==> config.mk <==
export PLATFORM = sky130hd
export DESIGN_NAME = pgid_resolver
export DESIGN_NICKNAME = d
export VERILOG_FILES = /design/src/rtl/pgid_pkg.sv /design/src/rtl/pgid_index_gen.sv /design/src/rtl/pgid_table.sv /design/src/rtl/pgid_combine.sv /design/src/rtl/pgid_resolver.sv
export SDC_FILE = /design/constraint.sdc
export NUM_CORES = 2
export LEC_CHECK = 0
export BUFFER_PORTS_ARGS = -buffer_cell sky130_fd_sc_hd__buf_2
export CAP_MARGIN = 20
export CORE_ASPECT_RATIO = 1.25
export CORE_MARGIN = 2
export CORE_UTILIZATION = 45
export DETAILED_ROUTE_END_ITERATION = 7
export GPL_TIMING_DRIVEN = 1
export SYNTH_ARGS = -nofsm -noshare
export SYNTH_HDL_FRONTEND = slang
export SYNTH_HIERARCHICAL = 1
export SYNTH_SLANG_ARGS = --single-unit
==> constraint.sdc <==
create_clock -name clk -period 6.7 [get_ports clk]
set_clock_uncertainty 0.1 [all_clocks]
set_input_delay 0.335 -clock clk [delete_from_list [all_inputs] [get_ports clk]]
set_output_delay 0.335 -clock clk [all_outputs]
set_load 0.05 [all_outputs]
==> src/rtl/pgid_pkg.sv <==
package pgid_pkg;

   typedef enum logic [1:0] {
      FC_UNICAST = 2'd0,
      FC_BCAST   = 2'd1,
      FC_MC_V4   = 2'd2,
      FC_MC_V6   = 2'd3
   } frame_class_e;

   // Fixed table layout: the positions below are decoded by the lookup paths.
   localparam int DEST_SPAN  = 64;
   localparam int CPU_GROUP  = 59;
   localparam int FLOOD_BASE = 60;
   localparam int AGGR_BASE  = 64;
   localparam int AGGR_SPAN  = 16;
   localparam int AGGR_W     = 4;
   localparam int SRC_BASE   = 80;

   function automatic int flood_entry(frame_class_e cls);
      return FLOOD_BASE + int'(cls);
   endfunction

endpackage

==> src/rtl/pgid_index_gen.sv <==
module pgid_index_gen
   import pgid_pkg::*;
#(
   parameter int NUM_PHYS = 11,
   parameter int DIDX_W   = 7,
   parameter int PORT_W   = 4,
   parameter int ADDR_W   = 7
) (
   input  logic                clk,
   input  logic                rst_n,
   input  logic                req_valid,
   input  logic                req_hit,
   input  logic [DIDX_W-1:0]   req_dest_idx,
   input  logic [1:0]          req_class,
   input  logic [AGGR_W-1:0]   req_aggr_code,
   input  logic [PORT_W-1:0]   req_src_port,
   output logic                s1_valid,
   output logic [ADDR_W-1:0]   s1_dest_addr,
   output logic                s1_dest_drop,
   output logic [ADDR_W-1:0]   s1_aggr_addr,
   output logic [ADDR_W-1:0]   s1_src_addr,
   output logic                s1_src_drop
);

   logic              idx_too_big;
   logic [ADDR_W-1:0] dest_addr_d;
   logic [ADDR_W-1:0] src_addr_d;
   logic              src_drop_d;

   // Variant choice: a 6-bit index can never leave the destination range.
   generate
      if (DIDX_W > 6) begin : g_wide_idx
         assign idx_too_big = |req_dest_idx[DIDX_W-1:6];
      end else begin : g_narrow_idx
         assign idx_too_big = 1'b0;
      end
   endgenerate

   always_comb begin
      if (req_hit) begin
         dest_addr_d = ADDR_W'(req_dest_idx[5:0]);
      end else begin
         dest_addr_d = ADDR_W'(flood_entry(frame_class_e'(req_class)));
      end
   end

   assign src_drop_d = (int'(req_src_port) >= NUM_PHYS);
   assign src_addr_d = src_drop_d ? '0 : ADDR_W'(SRC_BASE + int'(req_src_port));

   always_ff @(posedge clk) begin
      if (!rst_n) begin
         s1_valid     <= 1'b0;
         s1_dest_addr <= '0;
         s1_dest_drop <= 1'b0;
         s1_aggr_addr <= '0;
         s1_src_addr  <= '0;
         s1_src_drop  <= 1'b0;
      end else begin
         s1_valid     <= req_valid;
         s1_dest_addr <= dest_addr_d;
         s1_dest_drop <= req_hit & idx_too_big;
         s1_aggr_addr <= ADDR_W'(AGGR_BASE + int'(req_aggr_code));
         s1_src_addr  <= src_addr_d;
         s1_src_drop  <= src_drop_d;
      end
   end

endmodule

==> src/rtl/pgid_table.sv <==
module pgid_table
   import pgid_pkg::*;
#(
   parameter int NUM_PHYS = 11,
   parameter int MASK_W   = 12,
   parameter int DEPTH    = 91,
   parameter int ADDR_W   = 7
) (
   input  logic              clk,
   input  logic              rst_n,
   input  logic              wr_en,
   input  logic [ADDR_W-1:0] wr_addr,
   input  logic [MASK_W-1:0] wr_data,
   input  logic [ADDR_W-1:0] rd_dest_addr,
   input  logic [ADDR_W-1:0] rd_aggr_addr,
   input  logic [ADDR_W-1:0] rd_src_addr,
   output logic [MASK_W-1:0] rd_dest_data,
   output logic [MASK_W-1:0] rd_aggr_data,
   output logic [MASK_W-1:0] rd_src_data
);

   localparam int SLOTS = 1 << ADDR_W;
   localparam logic [MASK_W-1:0] PHYS_ALL = (MASK_W'(1) << NUM_PHYS) - MASK_W'(1);

   logic [MASK_W-1:0] slot [SLOTS];

   // Real entries are flops; the padding up to a power of two reads as zero
   // and swallows writes, which keeps every read and write index in range.
   generate
      for (genvar e = 0; e < SLOTS; e++) begin : g_slot
         if (e < DEPTH) begin : g_real
            localparam logic [MASK_W-1:0] INIT =
               (e >= SRC_BASE) ? (PHYS_ALL & ~(MASK_W'(1) << (e - SRC_BASE))) : '0;
            logic [MASK_W-1:0] q;
            always_ff @(posedge clk) begin
               if (!rst_n) begin
                  q <= INIT;
               end else if (wr_en && (wr_addr == ADDR_W'(e))) begin
                  q <= wr_data;
               end
            end
            assign slot[e] = q;
         end else begin : g_pad
            assign slot[e] = '0;
         end
      end
   endgenerate

   assign rd_dest_data = slot[rd_dest_addr];
   assign rd_aggr_data = slot[rd_aggr_addr];
   assign rd_src_data  = slot[rd_src_addr];

endmodule

==> src/rtl/pgid_combine.sv <==
module pgid_combine #(
   parameter int NUM_PHYS = 11,
   parameter int MASK_W   = 12
) (
   input  logic [MASK_W-1:0] dest_mask,
   input  logic [MASK_W-1:0] aggr_mask,
   input  logic [MASK_W-1:0] src_mask,
   output logic [MASK_W-1:0] out_mask
);

   localparam int CPU_BIT = NUM_PHYS;

   generate
      for (genvar b = 0; b < MASK_W; b++) begin : g_bit
         if (b == CPU_BIT) begin : g_cpu
            assign out_mask[b] = dest_mask[b];
         end else begin : g_phys
            assign out_mask[b] = dest_mask[b] & aggr_mask[b] & src_mask[b];
         end
      end
   endgenerate

endmodule

==> src/rtl/pgid_resolver.sv <==
module pgid_resolver
   import pgid_pkg::*;
#(
   parameter int  NUM_PHYS = 11,
   parameter int  DIDX_W   = 7,
   localparam int MASK_W   = NUM_PHYS + 1,
   localparam int PORT_W   = $clog2(MASK_W),
   localparam int DEPTH    = SRC_BASE + NUM_PHYS,
   localparam int ADDR_W   = $clog2(DEPTH)
) (
   input  logic              clk,
   input  logic              rst_n,
   input  logic              req_valid,
   input  logic              req_hit,
   input  logic [DIDX_W-1:0] req_dest_idx,
   input  logic [1:0]        req_class,
   input  logic [3:0]        req_aggr_code,
   input  logic [PORT_W-1:0] req_src_port,
   input  logic              wr_en,
   input  logic [ADDR_W-1:0] wr_addr,
   input  logic [MASK_W-1:0] wr_data,
   output logic              res_valid,
   output logic [MASK_W-1:0] res_mask
);

   generate
      if (NUM_PHYS < 1 || NUM_PHYS >= CPU_GROUP) begin : g_bad_ports
         $error("NUM_PHYS must leave the reserved destination entries free");
      end
      if (DIDX_W < 6) begin : g_bad_idx
         $error("DIDX_W must cover the destination range");
      end
   endgenerate

   logic              s1_valid;
   logic [ADDR_W-1:0] s1_dest_addr;
   logic              s1_dest_drop;
   logic [ADDR_W-1:0] s1_aggr_addr;
   logic [ADDR_W-1:0] s1_src_addr;
   logic              s1_src_drop;

   logic [MASK_W-1:0] tbl_dest;
   logic [MASK_W-1:0] tbl_aggr;
   logic [MASK_W-1:0] tbl_src;
   logic [MASK_W-1:0] dest_eff;
   logic [MASK_W-1:0] src_eff;
   logic [MASK_W-1:0] comb_mask;

   pgid_index_gen #(
      .NUM_PHYS (NUM_PHYS),
      .DIDX_W   (DIDX_W),
      .PORT_W   (PORT_W),
      .ADDR_W   (ADDR_W)
   ) u_index (
      .clk           (clk),
      .rst_n         (rst_n),
      .req_valid     (req_valid),
      .req_hit       (req_hit),
      .req_dest_idx  (req_dest_idx),
      .req_class     (req_class),
      .req_aggr_code (req_aggr_code),
      .req_src_port  (req_src_port),
      .s1_valid      (s1_valid),
      .s1_dest_addr  (s1_dest_addr),
      .s1_dest_drop  (s1_dest_drop),
      .s1_aggr_addr  (s1_aggr_addr),
      .s1_src_addr   (s1_src_addr),
      .s1_src_drop   (s1_src_drop)
   );

   pgid_table #(
      .NUM_PHYS (NUM_PHYS),
      .MASK_W   (MASK_W),
      .DEPTH    (DEPTH),
      .ADDR_W   (ADDR_W)
   ) u_table (
      .clk          (clk),
      .rst_n        (rst_n),
      .wr_en        (wr_en),
      .wr_addr      (wr_addr),
      .wr_data      (wr_data),
      .rd_dest_addr (s1_dest_addr),
      .rd_aggr_addr (s1_aggr_addr),
      .rd_src_addr  (s1_src_addr),
      .rd_dest_data (tbl_dest),
      .rd_aggr_data (tbl_aggr),
      .rd_src_data  (tbl_src)
   );

   assign dest_eff = s1_dest_drop ? '0 : tbl_dest;
   assign src_eff  = s1_src_drop  ? '0 : tbl_src;

   pgid_combine #(
      .NUM_PHYS (NUM_PHYS),
      .MASK_W   (MASK_W)
   ) u_combine (
      .dest_mask (dest_eff),
      .aggr_mask (tbl_aggr),
      .src_mask  (src_eff),
      .out_mask  (comb_mask)
   );

   always_ff @(posedge clk) begin
      if (!rst_n) begin
         res_valid <= 1'b0;
         res_mask  <= '0;
      end else begin
         res_valid <= s1_valid;
         res_mask  <= s1_valid ? comb_mask : '0;
      end
   end

endmodule

==> impl_metrics.json <==
{
  "grt_pass1_wl_mm": 430,
  "wire_per_inst_um": 33.2,
  "period_minus_slack_ps": 4610,
  "drv_slew": 1,
  "setup_tns_ps": 0,
  "vdd_drop_max_v": 0.000230,
  "hold_start": "wr_data[6]",
  "initial_core_util": 0.452,
  "final_util": 0.492,
  "rrSetupSlack_ps": 2090,
  "grt_max_degree": 263,
  "fin_crit_sh": 0.688,
  "rr_startpoint": "u_index/s1_dest_addr[2]",
  "holdPathStages": 3,
  "cts_sinks": 1124,
  "clockBufferDepth": 3,
  "maxCapViolCount": 0,
  "worstPathCellList": "buf_4 > buf_4 > mux4_2 > o211ai_1 > a21oi_1 > or3_1 > nor2b_1 > and3_1 > and3_1",
  "clk_pin_slew_worst_paths_ps": 70,
  "syn_avg_cell_area_um2": 9.15,
  "dieArea_um2": 154000,
  "crit_path_start_kind": "flop",
  "cts_made_buffers": 121,
  "crit_fanout": 25,
  "crit_buf_inv": 2,
  "grt_pass1_vias": 57300,
  "antenna_found_initial": 18,
  "port_buffers": 53,
  "dp_slack_ps": 2300,
  "ant_nets": 0,
  "cts_max_level": 3,
  "maxSlewHeadroom": -0.0511,
  "cts_root_buf": "clkbuf_16",
  "viasPerCell": 6.62,
  "finalSetupViolCount": 0,
  "io_pins": 54,
  "power.density_nw_per_um2": 213,
  "drt-initial-drc-count": 8537,
  "cts_post_setup_buffers_inserted": 0,
  "synthCells": 7404,
  "worstSetupPathType": "flop to flop",
  "worst_ep_arrival_time_ps": 5210,
  "via_count": 60900,
  "die_w_um": 351,
  "coreArea_um2": 150000,
  "hold_end": "u_table/g_slot[26].g_real.q[6]",
  "area_delta_synth_final_pct": 8.73,
  "yosysWarnings": 6,
  "violations": "max-slew violations",
  "r2r-end": "res_mask[6]",
  "p_leak_nw": 23.4,
  "finalWorstSetupSlack_ps": 2090,
  "fill_cells": 14000,
  "cts_tree": "yes",
  "clk_latency_ps": 810,
  "grt_overflow": 0,
  "worstHoldPathType": "input pin to flop",
  "finalWirelength_mm": 305,
  "worst_r2r_path_depth": 9,
  "firstDrtPassIters": 8,
  "nets": 7109,
  "max_freq_mhz": 217,
  "fin_cells": 9194,
  "required_ps": 7300,
  "max_stage_delay_ps": 930,
  "rows": 159,
  "gp_congestion": 1.09,
  "hold_violations": 0,
  "syn_area_um2": 67700,
  "rsz0062_at_grt": "false",
  "dp_cells": 8915,
  "cp_slowest_cell": "o211ai_1",
  "drc_errors": 0,
  "crit_family": "compound AO/OA/AOI/OAI gates",
  "status": "finished with violations",
  "hpwl_mm": 206,
  "fin_hold_ws_ps": 41.0,
  "drive_gt1_frac": 0.174,
  "worst_slew_pin_slew_ps": 1580,
  "crit_path_end_kind": "flop",
  "grt_usage": 0.389,
  "die_y_um": 438
}
worst min-delay path: stages:
cell and delay, ps:
buf_4 300, nand2_1 140, a21boi_0 70
layer usage:
| metal | track usage | part of all wire | up-vias |
|---|---|---|---|
| met5 | 0.00565 | 0.00081 | - |
| met4 | 0.297 | 0.093 | 20 |
| met3 | 0.105 | 0.11 | 1077 |
| met2 | 0.591 | 0.44 | 4085 |
| met1 | 0.470 | 0.35 | 30000 |
| li1 | - | - | 25600 |
cells in the final DEF, fill, tap and decap left out, drive strengths merged, types with 20 or more instances in the layout:
master and count:
dlygate4sd3 35, mux4 656, a21boi 986, dfxtp 1124
and3 29, clkbuf 182, clkinv 29, nor2b 61
nand3 161, o22ai 56, nand2 2346, mux2i 364
o211ai 31, nand2b 21, a22oi 62, and2 25
a211oi 52, o21ai 107, nor2 177, buf 276
mux2 52, a31oi 23, a21oi 117, a311oi 20
a221oi 29
timing repair:
action | CTS | global route
hold endpoints to repair | 245 | 0
gates resized for setup | 0 | 0
hold buffers | 35 | 0
worst max-delay path by stage:
stage / start / end / slack, ps / cells past startpoint
CTS: u_index/s1_dest_addr[0] / res_mask[0] / 2320 / 10
finish: u_index/s1_dest_addr[2] / res_mask[6] / 2090 / 9
floorplan: u_index/s1_dest_addr[0] / res_mask[8] / 3910 / 10
global placement: u_index/s1_dest_addr[0] / res_mask[0] / 2310 / 10
detailed placement: u_index/s1_dest_addr[0] / res_mask[0] / 2300 / 10
global route: u_index/s1_dest_addr[2] / res_mask[6] / 2120 / 9
sequential cells by signal, indices dropped and copies added, names as in the netlist:
register and cells:
u_index/s1_src_addr 5, u_index/s1_src_drop 1, u_index/s1_valid 1, u_index/s1_aggr_addr 5, res_mask 12, u_table/g_slot.g_real.q 1092
res_valid 1, u_index/s1_dest_drop 1, u_index/s1_dest_addr 6
per-stage QoR:
| step | power, W | cell area [um2] |
|---|---|---|
| 3_3_place_gp | 0.00848 | 68900 |
| 6_report | 0.0157 | 73600 |
| 5_1_grt | 0.0160 | 73600 |
| 4_1_cts | 0.0156 | 73500 |
| 3_5_place_dp | 0.00849 | 69000 |
| 2_1_floorplan | 0.00792 | 67700 |
power by group:
part	leakage [nW]	internal (W)	switching, W	total (W)
clock	2.05	0.00414	0.00304	0.00719
sequential	9.07	0.00670	0.0000860	0.00679
combinational	12.3	0.000539	0.00114	0.00168
total	23.4	0.0114	0.00427	0.0157
area by class of cell:
cell class / count / area [um2] / area share
Sequential cell: 1124 / 22500 / 0.306
Multi-Input combinational cell: 5494 / 41700 / 0.567
Timing Repair Buffer: 314 / 2620 / 0.0356
Inverter: 13 / 48.8 / 0.000663
Clock buffer: 180 / 3580 / 0.0487
Antenna cell: 12 / 30.0 / 0.000408
Clock inverter: 45 / 566 / 0.00768
Tap cell: 2012 / 2520 / 0.0342
Power figures use the tool's default switching activity.
